$ cat src/rtl/usb_ep_irq_pkg.sv
package usb_ep_irq_pkg;
  // flag / enable slot indices
  localparam int unsigned NUM_SLOTS   = 3;
  localparam int unsigned SLOT_EP0_TX = 0;
  localparam int unsigned SLOT_EP0_RX = 1;
  localparam int unsigned SLOT_EP12   = 2;

  // register bit positions (flag reads and clear writes share a position)
  localparam int unsigned POS_TX_FLAG = 7;
  localparam int unsigned POS_RX_FLAG = 6;
  localparam int unsigned POS_TX_IE   = 3;
  localparam int unsigned POS_RX_IE   = 2;

  typedef enum logic [1:0] {
    SEL_NONE = 2'd0,
    SEL_EP0  = 2'd1,
    SEL_EP12 = 2'd2
  } reg_sel_e;
endpackage

$ cat src/rtl/usb_ep_flag_cell.sv
module usb_ep_flag_cell (
  input  logic clk,
  input  logic rst_n,
  input  logic set_i,
  input  logic clr_i,
  output logic flag_o
);
  always_ff @(posedge clk or negedge rst_n) begin
    if (!rst_n)      flag_o <= 1'b0;
    else if (set_i)  flag_o <= 1'b1;   // set has priority over clear
    else if (clr_i)  flag_o <= 1'b0;
  end

  p_set_wins_r4: assert property (@(posedge clk) disable iff (!rst_n)
    set_i |=> flag_o);
  p_clear_r3: assert property (@(posedge clk) disable iff (!rst_n)
    (clr_i && !set_i) |=> !flag_o);
  p_sticky_r2: assert property (@(posedge clk) disable iff (!rst_n)
    (!clr_i && !set_i) |=> $stable(flag_o));
endmodule

$ cat src/rtl/usb_ep_reg_decode.sv
module usb_ep_reg_decode
  import usb_ep_irq_pkg::*;
#(
  parameter int unsigned ADDR_W   = 8,
  parameter int unsigned DATA_W   = 8,
  parameter logic [ADDR_W-1:0] EP0_ADDR = 8'h40
) (
  input  logic                 clk,
  input  logic                 rst_n,
  input  logic [ADDR_W-1:0]    addr_i,
  input  logic                 wr_i,
  input  logic [DATA_W-1:0]    wdata_i,
  input  logic                 rd_i,
  input  logic [NUM_SLOTS-1:0] flags_i,
  input  logic [NUM_SLOTS-1:0] ie_i,
  output logic [NUM_SLOTS-1:0] clr_o,
  output logic [NUM_SLOTS-1:0] ie_we_o,
  output logic [NUM_SLOTS-1:0] ie_wval_o,
  output logic [DATA_W-1:0]    rdata_o
);
  localparam logic [ADDR_W-1:0] EP12_ADDR = EP0_ADDR + 1'b1;

  reg_sel_e sel;

  always_comb begin
    if (addr_i == EP0_ADDR)       sel = SEL_EP0;
    else if (addr_i == EP12_ADDR) sel = SEL_EP12;
    else                          sel = SEL_NONE;
  end

  always_comb begin
    clr_o     = '0;
    ie_we_o   = '0;
    ie_wval_o = '0;
    if (wr_i) begin
      unique case (sel)
        SEL_EP0: begin
          clr_o[SLOT_EP0_TX]     = wdata_i[POS_TX_FLAG];
          clr_o[SLOT_EP0_RX]     = wdata_i[POS_RX_FLAG];
          ie_we_o[SLOT_EP0_TX]   = 1'b1;
          ie_we_o[SLOT_EP0_RX]   = 1'b1;
          ie_wval_o[SLOT_EP0_TX] = wdata_i[POS_TX_IE];
          ie_wval_o[SLOT_EP0_RX] = wdata_i[POS_RX_IE];
        end
        SEL_EP12: begin
          clr_o[SLOT_EP12]     = wdata_i[POS_TX_FLAG];
          ie_we_o[SLOT_EP12]   = 1'b1;
          ie_wval_o[SLOT_EP12] = wdata_i[POS_TX_IE];
        end
        default: ;
      endcase
    end
  end

  always_comb begin
    rdata_o = '0;
    if (rd_i) begin
      unique case (sel)
        SEL_EP0: begin
          rdata_o[POS_TX_FLAG] = flags_i[SLOT_EP0_TX];
          rdata_o[POS_RX_FLAG] = flags_i[SLOT_EP0_RX];
          rdata_o[POS_TX_IE]   = ie_i[SLOT_EP0_TX];
          rdata_o[POS_RX_IE]   = ie_i[SLOT_EP0_RX];
        end
        SEL_EP12: begin
          rdata_o[POS_TX_FLAG] = flags_i[SLOT_EP12];
          rdata_o[POS_TX_IE]   = ie_i[SLOT_EP12];
        end
        default: ;
      endcase
    end
  end

  p_idle_read_r10: assert property (@(posedge clk) disable iff (!rst_n)
    (!rd_i || sel == SEL_NONE) |-> (rdata_o == '0));
  p_foreign_write_r10: assert property (@(posedge clk) disable iff (!rst_n)
    (sel == SEL_NONE) |-> (clr_o == '0 && ie_we_o == '0));
endmodule

$ cat src/rtl/usb_ep_irq_merge.sv
module usb_ep_irq_merge #(
  parameter int unsigned N = 3
) (
  input  logic         clk,
  input  logic         rst_n,
  input  logic [N-1:0] flags_i,
  input  logic [N-1:0] ie_i,
  output logic         irq_o
);
  logic pending;
  assign pending = |(flags_i & ie_i);

  always_ff @(posedge clk or negedge rst_n) begin
    if (!rst_n) irq_o <= 1'b0;
    else        irq_o <= pending;
  end
endmodule

$ cat src/rtl/usb_ep_irq_ctrl.sv
module usb_ep_irq_ctrl
  import usb_ep_irq_pkg::*;
#(
  parameter int unsigned ADDR_W = 8,
  parameter int unsigned DATA_W = 8,
  parameter logic [ADDR_W-1:0] EP0_ADDR = 8'h40
) (
  input  logic              clk,
  input  logic              rst_n,
  input  logic [ADDR_W-1:0] reg_addr,
  input  logic              reg_wr,
  input  logic [DATA_W-1:0] reg_wdata,
  input  logic              reg_rd,
  output logic [DATA_W-1:0] reg_rdata,
  input  logic              ev_ep0_tx_ack,
  input  logic              ev_ep0_rx_done,
  input  logic              ev_ep12_tx_ack,
  input  logic              tx_en_ep0,
  input  logic              tx_en_ep12,
  output logic              in_ep0_ready,
  output logic              in_ep12_ready,
  output logic              irq
);
  logic [NUM_SLOTS-1:0] ev_set;
  logic [NUM_SLOTS-1:0] flags;
  logic [NUM_SLOTS-1:0] clr;
  logic [NUM_SLOTS-1:0] ie_q;
  logic [NUM_SLOTS-1:0] ie_we;
  logic [NUM_SLOTS-1:0] ie_wval;

  assign ev_set[SLOT_EP0_TX] = ev_ep0_tx_ack;
  assign ev_set[SLOT_EP0_RX] = ev_ep0_rx_done;
  assign ev_set[SLOT_EP12]   = ev_ep12_tx_ack;

  usb_ep_reg_decode #(
    .ADDR_W  (ADDR_W),
    .DATA_W  (DATA_W),
    .EP0_ADDR(EP0_ADDR)
  ) u_decode (
    .clk      (clk),
    .rst_n    (rst_n),
    .addr_i   (reg_addr),
    .wr_i     (reg_wr),
    .wdata_i  (reg_wdata),
    .rd_i     (reg_rd),
    .flags_i  (flags),
    .ie_i     (ie_q),
    .clr_o    (clr),
    .ie_we_o  (ie_we),
    .ie_wval_o(ie_wval),
    .rdata_o  (reg_rdata)
  );

  for (genvar g = 0; g < NUM_SLOTS; g++) begin : g_slot
    usb_ep_flag_cell u_flag (
      .clk   (clk),
      .rst_n (rst_n),
      .set_i (ev_set[g]),
      .clr_i (clr[g]),
      .flag_o(flags[g])
    );

    always_ff @(posedge clk or negedge rst_n) begin
      if (!rst_n)        ie_q[g] <= 1'b0;
      else if (ie_we[g]) ie_q[g] <= ie_wval[g];
    end

    p_ie_hold_r7: assert property (@(posedge clk) disable iff (!rst_n)
      !ie_we[g] |=> $stable(ie_q[g]));
  end

  // IN-token decision: data only when the previous packet was retired
  assign in_ep0_ready  = tx_en_ep0  & ~flags[SLOT_EP0_TX];
  assign in_ep12_ready = tx_en_ep12 & ~flags[SLOT_EP12];

  usb_ep_irq_merge #(.N(NUM_SLOTS)) u_irq (
    .clk    (clk),
    .rst_n  (rst_n),
    .flags_i(flags),
    .ie_i   (ie_q),
    .irq_o  (irq)
  );

  p_nak_after_ack_r8: assert property (@(posedge clk) disable iff (!rst_n)
    ev_ep12_tx_ack |=> !in_ep12_ready);
  p_nak_ep0_r8: assert property (@(posedge clk) disable iff (!rst_n)
    ev_ep0_tx_ack |=> !in_ep0_ready);
  p_irq_rise_r9: assert property (@(posedge clk) disable iff (!rst_n)
    (|(flags & ie_q)) |=> irq);
  p_irq_fall_r9: assert property (@(posedge clk) disable iff (!rst_n)
    !(|(flags & ie_q)) |=> !irq);
endmodule

$ cat config.mk
export PLATFORM = sky130hd
export DESIGN_NAME = usb_ep_irq_ctrl
export DESIGN_NICKNAME = d
export VERILOG_FILES = /design/src/rtl/usb_ep_irq_pkg.sv /design/src/rtl/usb_ep_flag_cell.sv /design/src/rtl/usb_ep_reg_decode.sv /design/src/rtl/usb_ep_irq_merge.sv /design/src/rtl/usb_ep_irq_ctrl.sv
export SDC_FILE = /design/constraint.sdc
export NUM_CORES = 1
export LEC_CHECK = 0
export CORE_AREA = 2 2 40 42
export CTS_CLUSTER_DIAMETER = 30
export CTS_CLUSTER_SIZE = 28
export DETAILED_ROUTE_END_ITERATION = 8
export DIE_AREA = 0 0 42 44
export GPL_TIMING_DRIVEN = 0
export PLACE_DENSITY = 0.73
export SYNTH_ARGS = -nofsm -noshare
export SYNTH_HDL_FRONTEND = slang
export SYNTH_SLANG_ARGS = --single-unit
$ cat constraint.sdc
create_clock -name clk -period 2.9 [get_ports clk]
set_clock_uncertainty 0.1 [all_clocks]
set_input_delay 0.58 -clock clk [delete_from_list [all_inputs] [get_ports clk]]
set_output_delay 0.58 -clock clk [all_outputs]
set_load 0.02 [all_outputs]
-- Word level (Yosys, flattened, before mapping)
Cells that the tools add are included.
Widths: inputs -> output; s select.
- bits in registers: 7
- input port bits: 25
- output and inout port bits: 11
- logic and storage cells: 43
- equality and inequality tests: 4
- muxes and demuxes: 23
- bitwise gates (word level): 5
- reduce and logical (&&, ||, !) cells: 4
- operator list (operator ; count):
    $eq 8x7->1 const B ; 2
    $mux 2 ; 7
    $mux 1 ; 11
    $mux 3 ; 3
    $reduce_bool 2->1 ; 3
    $pmux 1 s2 ; 2
    $and 3x3->3 ; 1
    $reduce_or 3->1 ; 1
    $and 1x1->1 ; 2
    $eq 2x1->1 const B ; 1
    $eq 2x2->1 const B ; 1
    $not 1->1 ; 2

-- Depth between registers and ports, before layout
- depth after elaboration: 8
- depth in mapped cells: 3
- gate-level depth less buffers: 3

-- Modules after synthesis
A second synthesis with hierarchy kept.
- cell total of the unflattened synthesis: 57
- area, all modules: 543.0 µm²
- by module, submodules not included (module ; times used ; cells each ; area each (µm²) ; seq. area each (µm²)):
    usb_ep_reg_decode ; 1 ; 37 ; 262.8 ; 0.0
    usb_ep_irq_ctrl ; 1 ; 8 ; 132.6 ; 75.1
    usb_ep_flag_cell ; 3 ; 3 ; 36.3 ; 25.0
    usb_ep_irq_merge ; 1 ; 3 ; 38.8 ; 25.0

-- Worst setup path before layout
Ideal clock, no wire load.
- path type: input port to output port
- start: in reg_addr[1]
- end: out reg_rdata[2]
- data arrival time: 1.633 ns
- required time: 2.220 ns
- setup slack: 0.587 ns
- cell stages on the path: 3
- path buffers: 0
- cells stage by stage: nor3_1 nand3_1 nor3b_1
- longest elaborated chain between the ends: 6
- elaborated cells on any way between the ends: 7
- those cells by class: eq/ne: 3; mux: 4
- ends and longest elaborated chain (what ; RTL line ; source):
    from (decl) ; usb_ep_irq_ctrl.sv:10 ; input logic [ADDR_W-1:0] reg_addr,
    $eq 8x7->1 ; usb_ep_reg_decode.sv:27 ; else if (addr_i == EP12_ADDR) sel = SEL_EP12;
    $mux 2 ; usb_ep_reg_decode.sv:27 ;
    $mux 2 * ; usb_ep_reg_decode.sv:26 ; if (addr_i == EP0_ADDR) sel = SEL_EP0;
    $eq 2x1->1 * ; usb_ep_reg_decode.sv:58 ; unique case (sel)
    $mux 1 * ; usb_ep_reg_decode.sv:58 ;
    $mux 2 * ; usb_ep_reg_decode.sv:57 ; if (rd_i) begin
    to (decl) ; usb_ep_irq_ctrl.sv:14 ; output logic [DATA_W-1:0] reg_rdata,
Every way passes the cells marked *; elsewhere a longest branch is shown, timed or not.

-- Worst setup path in the final report
- start: in reg_addr[7]
- end: out reg_rdata[6]
The elaborated chain is that of the path after synthesis.

==> metrics.md <==
| Metric | Value |
|---|---|
| Element type at the critical path start | input pin |
| Largest net degree at the start of global routing | 8 |
| CP Class | in -> out |
| CP max stage delay | 0.44 ns |
| PwrDens | 332.7 mW/mm^2 |
| Share of cells above drive strength 1 | 24.29% |
| Avg Inst Size Synth | 11.29 sq um |
| Total track usage | 10.96% |
| Final #Nets | 96 |
| Worst-case clock buffer depth | 2 |
| Fin Hold WS | 0.4295 ns |
| Placed cells | 82 |
| CP max FO | 4 |
| First-pass GRT wire length | 1.518 mm |
| Synth Instances | 37 |
| Top cells by area in the synthesized netlist | dfrtp_1, mux2_2, buf_4 |
| Seq/Total Area, Yosys | 41.92% |
| Yosys top cell area share | 41.92% |
| Routed vias | 394 |
| Wirelength, routed | 938 um |
| Diode count | 0 |
| Slowest CP cell | clkdlybuf4s50_1 |
| Post-route cell area | 737.0 sq um |
| CTS root buf | clkbuf_4 |
| Final period util | 96.02% |
| Area leader, netlist | dfrtp_1 |
| DRC | 0 |
| Crit-path cells | clkdlybuf4s50_1 -> nor4b_4 -> nand3_2 -> nor3b_1 -> dlygate4sd2_1 |
| Die Ht | 44 um |
| Synthesized area | 417.9 sq um |
| DRT iter0 DRCs | 5 |
| Initial antenna violation count | 0 |
| Worst hold path type | reg -> reg |
| Post-CTS setup repair buffer count | 0 |
| ANT nets after route | 0 |
| HPWL Detailed | 821.8 um |
| # Max-Cap Violations | 0 |
| Hold Vio Cnt, Final | 0 |
| LEAKAGE | 0.0003333 uW |
| Setup violations, final | 0 |
| Unrepaired setup endpoints after global routing | false |
| Area growth, synth to finish | 76.35% |
| Placed Area | 709.4 sq um |
| Via/cell ratio | 4.581 |
| CTS Sinks | 7 |
| IO Port Bufs | 26 |
| Critical Path AT | 2.10 ns |
| H-tree levels | 1 |
| I/O Pins | 36 |
| First-pass detailed-route iteration total | 5 |
| Site row count | 14 |
| Flop and latch count out of synthesis | 7 |
| Ys Warns | 0 |
| Core area | 0.001419 sq mm |
| FMAX | 0.3591 GHz |
| Final Max Slew Viols | 0 |
| Cts bufs inserted | 3 |
| Die ar. | 0.001848 sq mm |
| Clock transition at path regs | 0.05 ns |
| Min cycle time layout | 2.785 ns |
| Worst vdd rail ir drop | 0.0001891 V |
| RePlAce Congestion | 0.6984 |
| Post-CTS Hold Buffers | 0 |
| GR Overflow Total | 0 |
| Setup crit end kind | primary output |
| Starting Density | 29.45% |
| Vias in the first global route | 406 |
| CTS tree | done |
| Status | completed |
| Die Wd | 42 um |
| WL/cell | 10.91 um |
| Worst skew pair latency | 0.24 ns |
| Post-Layout Cell Count | 86 |
| Required time of the critical path | 2.22 ns |
| Tot Pwr | 245.2 uW |
| Synth cell types | 19 |
==> report_power, final <==
part	internal (uW)	total, uW	leakage, uW	switching [uW]
Combinational	36.6	57.1	0.000237	20.5
Clock	52.3	84.5	0.0000150	32.2
Sequential	102	104	0.0000810	1.90
==> metal layers <==
metal  up-vias  global-route usage [%]  wire length, um
met2        18                   20.31              489
met4         0                   5.806                0
met1       183                   10.26              345
met3         0                   4.583              102
li1        193                       -                -
met5         -                       0                0
==> cells in the mapped netlist <==
cell,n
clkbuf_1,1
mux2i_1,2
o22a_2,2
nor3b_1,2
nand4_1,1
nor4b_4,1
nand3_1,1
inv_1,1
conb_1,1
nor2b_1,2
nor2_1,2
nor3_1,1
nand2b_1,3
nand4b_2,1
dfrtp_1,7
o22a_1,1
buf_4,4
a222oi_1,1
mux2_2,3
==> state kept, by name, indices dropped and copies added, names as in the netlist <==
| name | flops |
|---|---|
| g_slot.u_flag.flag_o | 3 |
| ie_q | 3 |
| u_irq.irq_o | 1 |
==> placed cells by master (no fill, tap or decap) <==
cell,synthesis,final
dlygate4sd2_1,0,3
o22a_2,2,2
mux2_2,3,3
clkbuf_4,0,3
inv_1,1,1
nand4_1,1,1
nor2_1,2,2
conb_1,1,4
clkbuf_1,1,2
nand2b_1,3,3
buf_4,4,4
clkdlybuf4s50_1,0,22
nor2b_1,2,2
mux2i_1,2,2
nor4b_4,1,1
nor3b_1,2,2
nand4b_2,1,1
clkbuf_2,0,1
nor3_2,0,1
a222oi_1,1,1
nand3_2,0,1
dfrtp_1,7,7
o22a_1,1,1
==> worst paths after layout <==
| kind | from | end | slack [ns] | cells past startpoint |
|---|---|---|---|---|
| max in group asynchronous | rst_n | g_slot[1].u_flag.flag_o$_DFFE_PN0P_ | 1.98 | 1 |
| setup / recovery | reg_addr[7] | reg_rdata[6] | 0.12 | 5 |
| min in group asynchronous | rst_n | u_irq.irq_o$_DFF_PN0_ | 0.49 | 1 |
| hold reg to reg | ie_q[2]$_DFFE_PN0P_ | ie_q[2]$_DFFE_PN0P_ | 0.43 | 1 |
| setup reg to reg | ie_q[1]$_DFFE_PN0P_ | u_irq.irq_o$_DFF_PN0_ | 1.86 | 2 |
| hold / removal | ie_q[2]$_DFFE_PN0P_ | ie_q[2]$_DFFE_PN0P_ | 0.43 | 1 |
==> worst max-delay path, delay by kind of cell <==
| kind | cells | cell delay, ns |
|---|---|---|
| and+or+nand+nor | 3 | 0.72 |
| buffers and inverters | 2 | 0.80 |
==> final cells by class <==
class / instances / area [sq um]
timing repair buffer: 26 / 251.5
fill: 148 / 681.9
clock buffer: 4 / 26.28
sequential: 7 / 175.2
buffer: 5 / 33.78
tap: 16 / 20.02
multi-input combinational: 27 / 226.5
inverter: 1 / 3.754
==> cells by family (layout without fill, tap and decap cells) <==
kind of cell           after synthesis  in the layout  synth area share (%)
and+or+nand+nor                     14             14                 26.04
DFF                                  7              7                 41.92
buffers and inverters                6             36                 8.981
muxes                                5              5                 12.87
AOI/OAI and AO/OA                    4              4                 9.282
other                                1              4                0.8973
==> repair_timing <==
item	in CTS	in global routing
setup endpoints to repair	4	2
pin swaps	0	0
gates resized for setup	5	4
==> stage by stage <==
| step | setup TNS [ns] | utilization [%] | setup WS, ns |
|---|---|---|---|
| 6_report | 0 | 51.94 | 0.1153 |
| 5_1_grt | 0 | 51.94 | 0.009309 |
| 4_1_cts | 0 | 51.85 | 0.05771 |
| 3_5_place_dp | -0.8197 | 50.00 | -0.2617 |
| 3_3_place_gp | -0.6775 | 50.00 | -0.2197 |
| 2_1_floorplan | 0 | - | 0.5866 |
Note: power is estimated with default switching activity, not from simulation.
